File: config.mk
export PLATFORM = sky130hd
export DESIGN_NAME = pwr_fault_seq
export DESIGN_NICKNAME = d
export VERILOG_FILES = /design/src/rtl/pfs_pkg.sv /design/src/rtl/pfs_reset_sync.sv /design/src/rtl/pfs_sync_filter.sv /design/src/rtl/pfs_step_timer.sv /design/src/rtl/pwr_fault_seq.sv
export SDC_FILE = /design/constraint.sdc
export NUM_CORES = 1
export LEC_CHECK = 0
export ABC_AREA = 1
export BUFFER_PORTS_ARGS = -buffer_cell sky130_fd_sc_hd__clkbuf_2
export CAP_MARGIN = 25
export CORE_AREA = 2 2 109 111
export CTS_BUF_LIST = sky130_fd_sc_hd__clkbuf_4
export DETAILED_ROUTE_END_ITERATION = 16
export DIE_AREA = 0 0 111 113
export PLACE_DENSITY_LB_ADDON = 0.05
export SLEW_MARGIN = 30
export SYNTH_ARGS = -nofsm -noshare
export SYNTH_HDL_FRONTEND = slang
export SYNTH_SLANG_ARGS = --single-unit
File: constraint.sdc
create_clock -name clk_i -period 1 [get_ports clk_i]
set_input_delay 0.2 -clock clk_i [delete_from_list [all_inputs] [get_ports clk_i]]
set_output_delay 0.2 -clock clk_i [all_outputs]
set_load 0.005 [all_outputs]
File: src/rtl/pfs_pkg.sv
package pfs_pkg;
  typedef enum logic [2:0] {
    ST_POR     = 3'd0,
    ST_RUN     = 3'd1,
    ST_REGRST  = 3'd2,
    ST_TRI     = 3'd3,
    ST_RETRACT = 3'd4,
    ST_BRKDLY  = 3'd5,
    ST_BRAKE   = 3'd6
  } pfs_state_e;
endpackage

File: src/rtl/pfs_reset_sync.sv
module pfs_reset_sync (
  input  logic clk_i,
  input  logic rst_ni,
  output logic rst_sync_no
);
  logic [1:0] sync_q;

  always_ff @(posedge clk_i or negedge rst_ni) begin
    if (!rst_ni) sync_q <= 2'b00;
    else         sync_q <= {sync_q[0], 1'b1};
  end

  assign rst_sync_no = sync_q[1];
endmodule

File: src/rtl/pfs_sync_filter.sv
module pfs_sync_filter #(
  parameter int SYNC_STAGES = 2,
  parameter int FILT_LEN    = 4
) (
  input  logic clk_i,
  input  logic rst_ni,
  input  logic raw_i,
  output logic level_o
);
  localparam int HW = FILT_LEN - 1;

  logic [SYNC_STAGES-1:0] sync_q;
  logic [HW-1:0]          hist_q;
  logic                   level_q, level_d;
  logic [FILT_LEN-1:0]    window;

  generate
    if (SYNC_STAGES == 1) begin : g_one
      always_ff @(posedge clk_i or negedge rst_ni) begin
        if (!rst_ni) sync_q <= '0;
        else         sync_q <= raw_i;
      end
    end else begin : g_chain
      always_ff @(posedge clk_i or negedge rst_ni) begin
        if (!rst_ni) sync_q <= '0;
        else         sync_q <= {sync_q[SYNC_STAGES-2:0], raw_i};
      end
    end
  endgenerate

  assign window = {hist_q, sync_q[SYNC_STAGES-1]};

  always_comb begin
    level_d = level_q;
    if (&window)       level_d = 1'b1;
    else if (~|window) level_d = 1'b0;
  end

  always_ff @(posedge clk_i or negedge rst_ni) begin
    if (!rst_ni) begin
      hist_q  <= '0;
      level_q <= 1'b0;
    end else begin
      hist_q  <= window[HW-1:0];
      level_q <= level_d;
    end
  end

  assign level_o = level_q;

  // a filtered level change must follow a stable synchronized sample
  AST_FILT_STABLE: assert property (@(posedge clk_i) disable iff (!rst_ni)
    !$stable(level_q) |-> level_q == $past(sync_q[SYNC_STAGES-1]));
endmodule

File: src/rtl/pfs_step_timer.sv
module pfs_step_timer #(
  parameter int CNT_W = 16
) (
  input  logic             clk_i,
  input  logic             rst_ni,
  input  logic             clr_i,
  output logic [CNT_W-1:0] cnt_o
);
  localparam logic [CNT_W-1:0] CNT_MAX = '1;

  logic [CNT_W-1:0] cnt_q, cnt_d;
  logic             cnt_en;

  assign cnt_en = clr_i || (cnt_q != CNT_MAX);

  always_comb begin
    cnt_d = cnt_q;
    if (clr_i)       cnt_d = '0;
    else if (cnt_en) cnt_d = cnt_q + CNT_W'(1);
  end

  always_ff @(posedge clk_i or negedge rst_ni) begin
    if (!rst_ni)     cnt_q <= '0;
    else if (cnt_en) cnt_q <= cnt_d;
  end

  assign cnt_o = cnt_q;
endmodule

File: src/rtl/pwr_fault_seq.sv
module pwr_fault_seq
  import pfs_pkg::*;
#(
  parameter int CNT_W       = 16,
  parameter int SYNC_STAGES = 2,
  parameter int FILT_LEN    = 4
) (
  input  logic             clk_i,
  input  logic             rst_ni,
  input  logic             supply_ok_i,
  input  logic             retract_done_i,
  input  logic [CNT_W-1:0] por_hold_cyc_i,
  input  logic [CNT_W-1:0] step_cyc_i,
  input  logic [CNT_W-1:0] brake_dly_cyc_i,
  output logic             reg_rst_o,
  output logic             spin_tri_o,
  output logic             retract_o,
  output logic             brake_o,
  output logic             por_n_o
);
  logic             rst_n;
  logic             good;
  logic [CNT_W-1:0] cnt;
  logic             cnt_clr;
  pfs_state_e       state_q, state_d;

  function automatic logic [CNT_W-1:0] last_idx(input logic [CNT_W-1:0] n);
    return (n == '0) ? '0 : n - CNT_W'(1);
  endfunction

  pfs_reset_sync i_rst (
    .clk_i       (clk_i),
    .rst_ni      (rst_ni),
    .rst_sync_no (rst_n)
  );

  pfs_sync_filter #(
    .SYNC_STAGES (SYNC_STAGES),
    .FILT_LEN    (FILT_LEN)
  ) i_filt (
    .clk_i   (clk_i),
    .rst_ni  (rst_n),
    .raw_i   (supply_ok_i),
    .level_o (good)
  );

  pfs_step_timer #(.CNT_W(CNT_W)) i_tmr (
    .clk_i  (clk_i),
    .rst_ni (rst_n),
    .clr_i  (cnt_clr),
    .cnt_o  (cnt)
  );

  always_comb begin
    state_d = state_q;
    unique case (state_q)
      ST_POR:     if (good && cnt >= last_idx(por_hold_cyc_i)) state_d = ST_RUN;
      ST_RUN:     if (!good) state_d = ST_REGRST;
      ST_REGRST:  if (cnt >= last_idx(step_cyc_i)) state_d = ST_TRI;
      ST_TRI:     if (cnt >= last_idx(step_cyc_i)) state_d = ST_RETRACT;
      ST_RETRACT: if (retract_done_i || cnt >= last_idx(step_cyc_i)) state_d = ST_BRKDLY;
      ST_BRKDLY:  if (cnt >= last_idx(brake_dly_cyc_i)) state_d = ST_BRAKE;
      ST_BRAKE:   if (good) state_d = ST_POR;
      default:    state_d = ST_POR;
    endcase
  end

  assign cnt_clr = (state_d != state_q) || (state_q == ST_POR && !good);

  always_ff @(posedge clk_i or negedge rst_n) begin
    if (!rst_n) state_q <= ST_POR;
    else        state_q <= state_d;
  end

  assign por_n_o    = (state_q == ST_RUN);
  assign reg_rst_o  = (state_q != ST_RUN);
  assign spin_tri_o = (state_q == ST_POR) || (state_q == ST_TRI) ||
                      (state_q == ST_RETRACT) || (state_q == ST_BRKDLY) ||
                      (state_q == ST_BRAKE);
  assign retract_o  = (state_q == ST_RETRACT) || (state_q == ST_BRKDLY) ||
                      (state_q == ST_BRAKE);
  assign brake_o    = (state_q == ST_BRAKE);

  AST_BRAKE_EXCL: assert property (@(posedge clk_i) disable iff (!rst_n)
    brake_o |-> spin_tri_o);
  AST_FAULT_ENTRY: assert property (@(posedge clk_i) disable iff (!rst_n)
    (state_q == ST_RUN && !good) |=> (reg_rst_o && !spin_tri_o));
  AST_RETRACT_ORDER: assert property (@(posedge clk_i) disable iff (!rst_n)
    $rose(retract_o) |-> ($past(spin_tri_o) && reg_rst_o));
  AST_BRAKE_ORDER: assert property (@(posedge clk_i) disable iff (!rst_n)
    $rose(brake_o) |-> ($past(retract_o) && retract_o));
  AST_NO_ABORT: assert property (@(posedge clk_i) disable iff (!rst_n)
    (state_q inside {ST_REGRST, ST_TRI, ST_RETRACT, ST_BRKDLY}) |=>
    (state_q inside {ST_REGRST, ST_TRI, ST_RETRACT, ST_BRKDLY, ST_BRAKE}));
  AST_POR_RELEASE: assert property (@(posedge clk_i) disable iff (!rst_n)
    $rose(por_n_o) |-> ($past(state_q) == ST_POR && $past(good)));
endmodule

* Word level (Yosys, flattened, before mapping) *
Cells that the tools add are included.

operators by class
  $lt $le $gt $ge = 3
  muxes and demuxes = 14
  reduce and logical (&&, ||, !) cells = 18
  eq/ne operators = 10
  add/subtract/negate cells = 4

operators with widths
  operator                                                                  number
  16-bit 2-to-1 mux                                                         4
  16-bit greater-or-equal comparator                                        3
  16-bit zero test                                                          3
  16-bit by 1-bit subtractor with 16-bit output (second input constant)     3
  3-bit 2-to-1 mux                                                          7
  3-bit one-hot mux with 7 select lines                                     1
  16-bit by 1-bit adder with 16-bit output (second input constant)          1
  16-bit inequality test (second input constant)                            1
  3-bit equality test (second input constant)                               3
  1-bit logical OR                                                          9
  3-bit by 2-bit equality test with 1-bit output (second input constant)    2
  4-bit AND reduction                                                       1
  4-bit OR reduction                                                        1
  3-bit by 1-bit equality test with 1-bit output (second input constant)    1
  3-bit zero test                                                           1
  3-bit by 1-bit inequality test with 1-bit output (second input constant)  1
  3-bit inequality test                                                     1
  1-bit logical AND                                                         2
  1-bit 2-to-1 mux                                                          2
  2-bit by 1-bit inequality test with 1-bit output (second input constant)  1
  1-bit zero test                                                           1

storage, ports and cells
  register bits = 27
  input bits = 52

* Longest topological paths before layout *
  depth in word-level cells = 9
  depth in mapped cells = 26

* Cells and area by module *
Synthesis repeated with hierarchy kept, for this count alone.

second synthesis, totals
  cells, all modules = 619
  area, all modules = 3917.5 um^2

by module, submodules not included
  module           cells each  area each (um^2)  instances
  pwr_fault_seq    471         2697.6            1
  pfs_step_timer   133         991.0             1
  pfs_sync_filter  12          175.2             1
  pfs_reset_sync   3           53.8              1

* Worst setup path after synthesis *
Ideal clock, no wire load.

  path type = input port to flip-flop
  start = input por_hold_cyc_i[0]
  end = register i_tmr.cnt_q[2] (netlist: i_tmr.cnt_o[2])
  stages = 21
  data arrival time = 2481 ps
  library setup time = 128 ps
  path buffers = 1
  path slack = -1608 ps
  path through = inv_1 > ha_1 > nand2_1 > nor3_1 > and3_1 > nand2_1 > o21ai_0 > nand3_1 > ha_1 > nand2_1 > nor3_1 > nand3_1 > nand3_1 > nand2_1 > inv_1 > nor2_2 > nand2_2 > nand2_2 > nand2_4 > buf_12 > nor2_4

on the way
  cells in the longest elaborated chain, start to end = 9
  elaborated cells on any way between the ends = 11
  those cells by class = add/sub (1); order compare (1); eq/ne (1); mux (4); reduce/logical (4)

ends and longest elaborated chain
  what                                                                                      line                                        text
  start: declaration                                                                        pwr_fault_seq.sv:12                         input logic [CNT_W-1:0] por_hold_cyc_i,
  16-bit by 1-bit subtractor with 16-bit output / 16-bit zero test (equally long branches)  pwr_fault_seq.sv:28                         return (n == '0) ? '0 : n - CNT_W'(1);
  16-bit 2-to-1 mux *                                                                       pwr_fault_seq.sv:28
  16-bit greater-or-equal comparator *                                                      pwr_fault_seq.sv:57                         ST_POR: if (good && cnt >= last_idx(por_hold_cyc_i)) state_d = ST_RUN;
  1-bit logical AND *                                                                       pwr_fault_seq.sv:57
  3-bit 2-to-1 mux *                                                                        pwr_fault_seq.sv:57
  3-bit one-hot mux with 7 select lines *                                                   pwr_fault_seq.sv:56                         unique case (state_q)
  named net state_d[0]                                                                      pwr_fault_seq.sv:25                         pfs_state_e state_q, state_d;
  3-bit inequality test *                                                                   pwr_fault_seq.sv:68                         assign cnt_clr = (state_d != state_q) || (state_q == ST_POR && !good);
  1-bit logical OR *                                                                        pwr_fault_seq.sv:68
  16-bit 2-to-1 mux / 1-bit logical OR (equally long branches)                              pfs_step_timer.sv:18, pfs_step_timer.sv:14
  end signal: assignment                                                                    pfs_step_timer.sv:24                        else if (cnt_en) cnt_q <= cnt_d;
  end: declaration                                                                          pfs_step_timer.sv:11                        logic [CNT_W-1:0] cnt_q, cnt_d;

Mark *: on every way through the listed nets, which the timed path passes. The rest lies on a longest branch.
A chain may end at the register's enable or synchronous reset.

* Final worst setup path *
  start = input brake_dly_cyc_i[0]
  end = register i_tmr.cnt_q[11] (netlist: i_tmr.cnt_o[11])

on the way
  cells in the longest elaborated chain, start to end = 8
  elaborated cells on any way between the ends = 10
  those cells by class = add/sub (1); order compare (1); eq/ne (1); mux (4); reduce/logical (3)

ends and longest elaborated chain
  what                                                                                      line                                        text
  start: declaration                                                                        pwr_fault_seq.sv:14                         input logic [CNT_W-1:0] brake_dly_cyc_i,
  16-bit by 1-bit subtractor with 16-bit output / 16-bit zero test (equally long branches)  pwr_fault_seq.sv:28
  16-bit 2-to-1 mux *                                                                       pwr_fault_seq.sv:28
  16-bit greater-or-equal comparator *                                                      pwr_fault_seq.sv:62                         ST_BRKDLY: if (cnt >= last_idx(brake_dly_cyc_i)) state_d = ST_BRAKE;
  3-bit 2-to-1 mux *                                                                        pwr_fault_seq.sv:62
  3-bit one-hot mux with 7 select lines *                                                   pwr_fault_seq.sv:56
  named net state_d[1]                                                                      pwr_fault_seq.sv:25
  3-bit inequality test *                                                                   pwr_fault_seq.sv:68
  1-bit logical OR *                                                                        pwr_fault_seq.sv:68
  16-bit 2-to-1 mux / 1-bit logical OR (equally long branches)                              pfs_step_timer.sv:18, pfs_step_timer.sv:14

Marked as above.

==> results_dict.tcl <==
set metrics [dict create \
    required_ns 1.27 \
    period_needed_ns 2.542 \
    drt_iter0_drc 146 \
    seqPwrFrac 0.298 \
    synth_ff_type "dfrtp_1" \
    synth_edf_count 0 \
    syn_nets 705 \
    vdd_ir_drop_max_uv 405.6 \
    hold_class "input port to async pin" \
    final_common_cell "buf_4" \
    rows 39 \
    fin_nets 916 \
    synthArstFlopShare 1.000 \
    setup_violations 24 \
    synth_cell_types 40 \
    place_ws_ns -2.039 \
    area_growth_pct 58.97 \
    skew_ns 0.01206 \
    clk_latency_ns 0.33 \
    fin_area_sq_um 6166 \
    ys_seq_area_frac 0.1742 \
    swShare 0.4279 \
    antenna_found_initial 0 \
    yosysWarnings 0 \
    synth_seq_cells 27 \
    hold_viol_final 0 \
    hpwl_mm 9.516 \
    switchingPower_w 0.002117 \
    cap_violations 0 \
    place_congestion 0.8498 \
    fmax_mhz 393.3 \
    crit_fanout 8 \
    p_comb_frac 0.606 \
    num_io_pins 57 \
    status "complete, but fails checks" \
    grt_pass1_wl_mm 19.46 \
    cts.sinks 27 \
    reg2reg_slack_ns -1.37 \
    dpl_cell_area_sq_um 5535 \
    fp.dieH_um 113 \
    worst_hold_slack_ns 0.1716 \
    critPathCaptureType "flip-flop" \
    coreArea_sq_um 11270 \
    violations "negative setup slack" \
    clkPwrFrac 0.095 \
    crit_arrival_ns 2.81 \
    fin_crit_sh 2.542 \
    r2r_end "i_tmr.cnt_o[11]" \
    root_buffer "clkbuf_4" \
    start_kind "input port" \
    layout_common_cells "buf_4, nand2_1, nor2_1, inv_1, clkbuf_2" \
    drcViolationCount 0 \
    cts_tree "done" \
    p_leak_nw 3.206 \
    critical_path_class "input port to flip-flop" \
    initial_utilization 0.3441 \
    rr_startpoint "i_tmr.cnt_o[11]" \
    drtAntennaViolNets 0 \
    num_vias 4483 \
    gr-usage-all-layers 0.1861 \
    htree_levels 1 \
    clockBufferDepth 2 \
    portBuffers 56 \
    rsz0062_at_grt "yes" \
    wl_mm 11.82 \
    drive_gt1_frac 0.4517 \
    die_w_um 111 \
    first_global_vias 4337 \
    drv_slew 0 \
    synthCells 598 \
    cts_made_buffers 3 \
    wl_per_cell_um 12.43 \
    dieArea_sq_um 12540 \
    p_int_w 0.002829 \
    gr-total-overflow 0 \
    syn_area_per_cell_sq_um 6.486 \
    tns_ns -30.06 \
    antenna_cells 0 \
    setup_ws_ns -1.542 \
    syn_area_sq_um 3879 \
    grt_max_degree 26 \
    clkSlewWorstSetupHoldPaths_ns 0.14 \
    r2r_cells 11 \
    p_per_area_nw_per_um2 802.1 \
    drtPass1Iterations 4 \
    viasPerCell 4.714 \
]
worst max path at each step:
stage / cells past startpoint / from / slack (ns) / end
global placement: 23 / brake_dly_cyc_i[2] / -1.97 / i_tmr.cnt_o[15]
CTS: 24 / brake_dly_cyc_i[1] / -1.55 / i_tmr.cnt_o[3]
detailed placement: 23 / brake_dly_cyc_i[2] / -2.04 / i_tmr.cnt_o[3]
global route: 19 / brake_dly_cyc_i[0] / -1.66 / i_tmr.cnt_o[2]
finish: 19 / brake_dly_cyc_i[0] / -1.54 / i_tmr.cnt_o[11]
floorplan: 23 / brake_dly_cyc_i[2] / -1.45 / i_tmr.cnt_o[8]
repair_timing:
item                                    4_1_cts  5_1_grt
cloned                                        1        1
buffers inserted                              3        6
hold buffers                                  2        0
endpoints found under the hold margin         3        0
endpoints found under the setup margin       24       24
pin swaps                                    14       59
gates resized for setup                      18      100
synth_stat cells, types with 2 or more instances:
master    instances  share of area
a21o_1            4         0.0077
xnor2_1          10          0.023
o211ai_1          2         0.0039
nor3_2            2         0.0052
dfrtp_1          27           0.17
xor2_1           17          0.038
a21oi_1          27          0.035
nor2_2            9          0.015
nand4_1          17          0.027
nand2_1         130           0.13
clkbuf_1          2         0.0019
inv_2             5         0.0048
inv_1            78          0.075
nor3_1           13          0.017
o21ai_1           2         0.0026
nand2_2           6         0.0097
or2_2            10          0.016
ha_1             55           0.18
o21bai_1          3         0.0058
o21ai_0          12          0.015
nor2_1           94          0.091
nor4_1            4         0.0065
nand3_1          45          0.058
nor2_4            7          0.020
nand3b_1          2         0.0039
registers in the layout, summed over array words and instances (netlist names):
register and cells:
i_filt.level_o 1, i_filt.hist_q 3, i_filt.sync_q 2, i_tmr.cnt_o 16
i_rst.sync_q 2, state_q 3
critical path: stages:
cell and delay (ns):
clkbuf_2 0.11, inv_4 0.08, ha_4 0.15, nand3_2 0.08
nor3_2 0.18, nand4_1 0.18, buf_4 0.19, nand3_2 0.08
ha_4 0.21, nand2_1 0.06, nand2_1 0.05, o21bai_4 0.17
a21oi_2 0.20, nand3_4 0.12, nand2_4 0.08, nand3_4 0.07
a21oi_4 0.30, nand2_8 0.16, nor2_4 0.12
per-layer routing:
layer	global-route usage	vias up	share of wire
met4	0.04583	0	0.018
li1	-	2381	-
met1	0.2432	2014	0.46
met5	0	-	0
met2	0.3366	75	0.50
met3	0.01178	13	0.023
power groups by stage:
stage | registers (W) | logic, W | clock network (W)
floorplan | 0.00146 | 0.00151 | 0
global placement | 0.00148 | 0.00260 | 0
detailed placement | 0.00148 | 0.00268 | 0
CTS | 0.00146 | 0.00278 | 0.000509
global route | 0.00149 | 0.00339 | 0.000547
finish | 0.00148 | 0.00300 | 0.000470
logic make-up after synthesis:
kind of cell,after synthesis,synth area share
AO/OA/AOI/OAI,55,0.08065
AND/OR/NAND/NOR,346,0.4158
other,1,0.0009668
XOR/XNOR,27,0.06097
multiplexers,1,0.002581
adder cells (fa/ha/maj),55,0.1774
flip-flops,27,0.1742
buffers and inverters,86,0.08742
area by class of cell:
cell class,count,area (sq um)
multi-input cells,486,3465
inverters,83,329.1
clock buffers,3,22.52
well taps,143,178.9
clock inverters,1,5.005
repair buffers,208,1489
flip-flops and latches,27,676.9
fillers,1121,5106
through the flow:
| stage | instances | util | total power, W |
|---|---|---|---|
| finish | 951 | 0.5470 | 0.004946 |
| global route | 951 | 0.5470 | 0.005436 |
| CTS | 944 | 0.5053 | 0.004749 |
| detailed placement | 934 | 0.4911 | 0.004153 |
| global placement | 934 | 0.4911 | 0.004077 |
| floorplan | 598 | - | 0.002969 |
(Power assumes the default switching activity.)
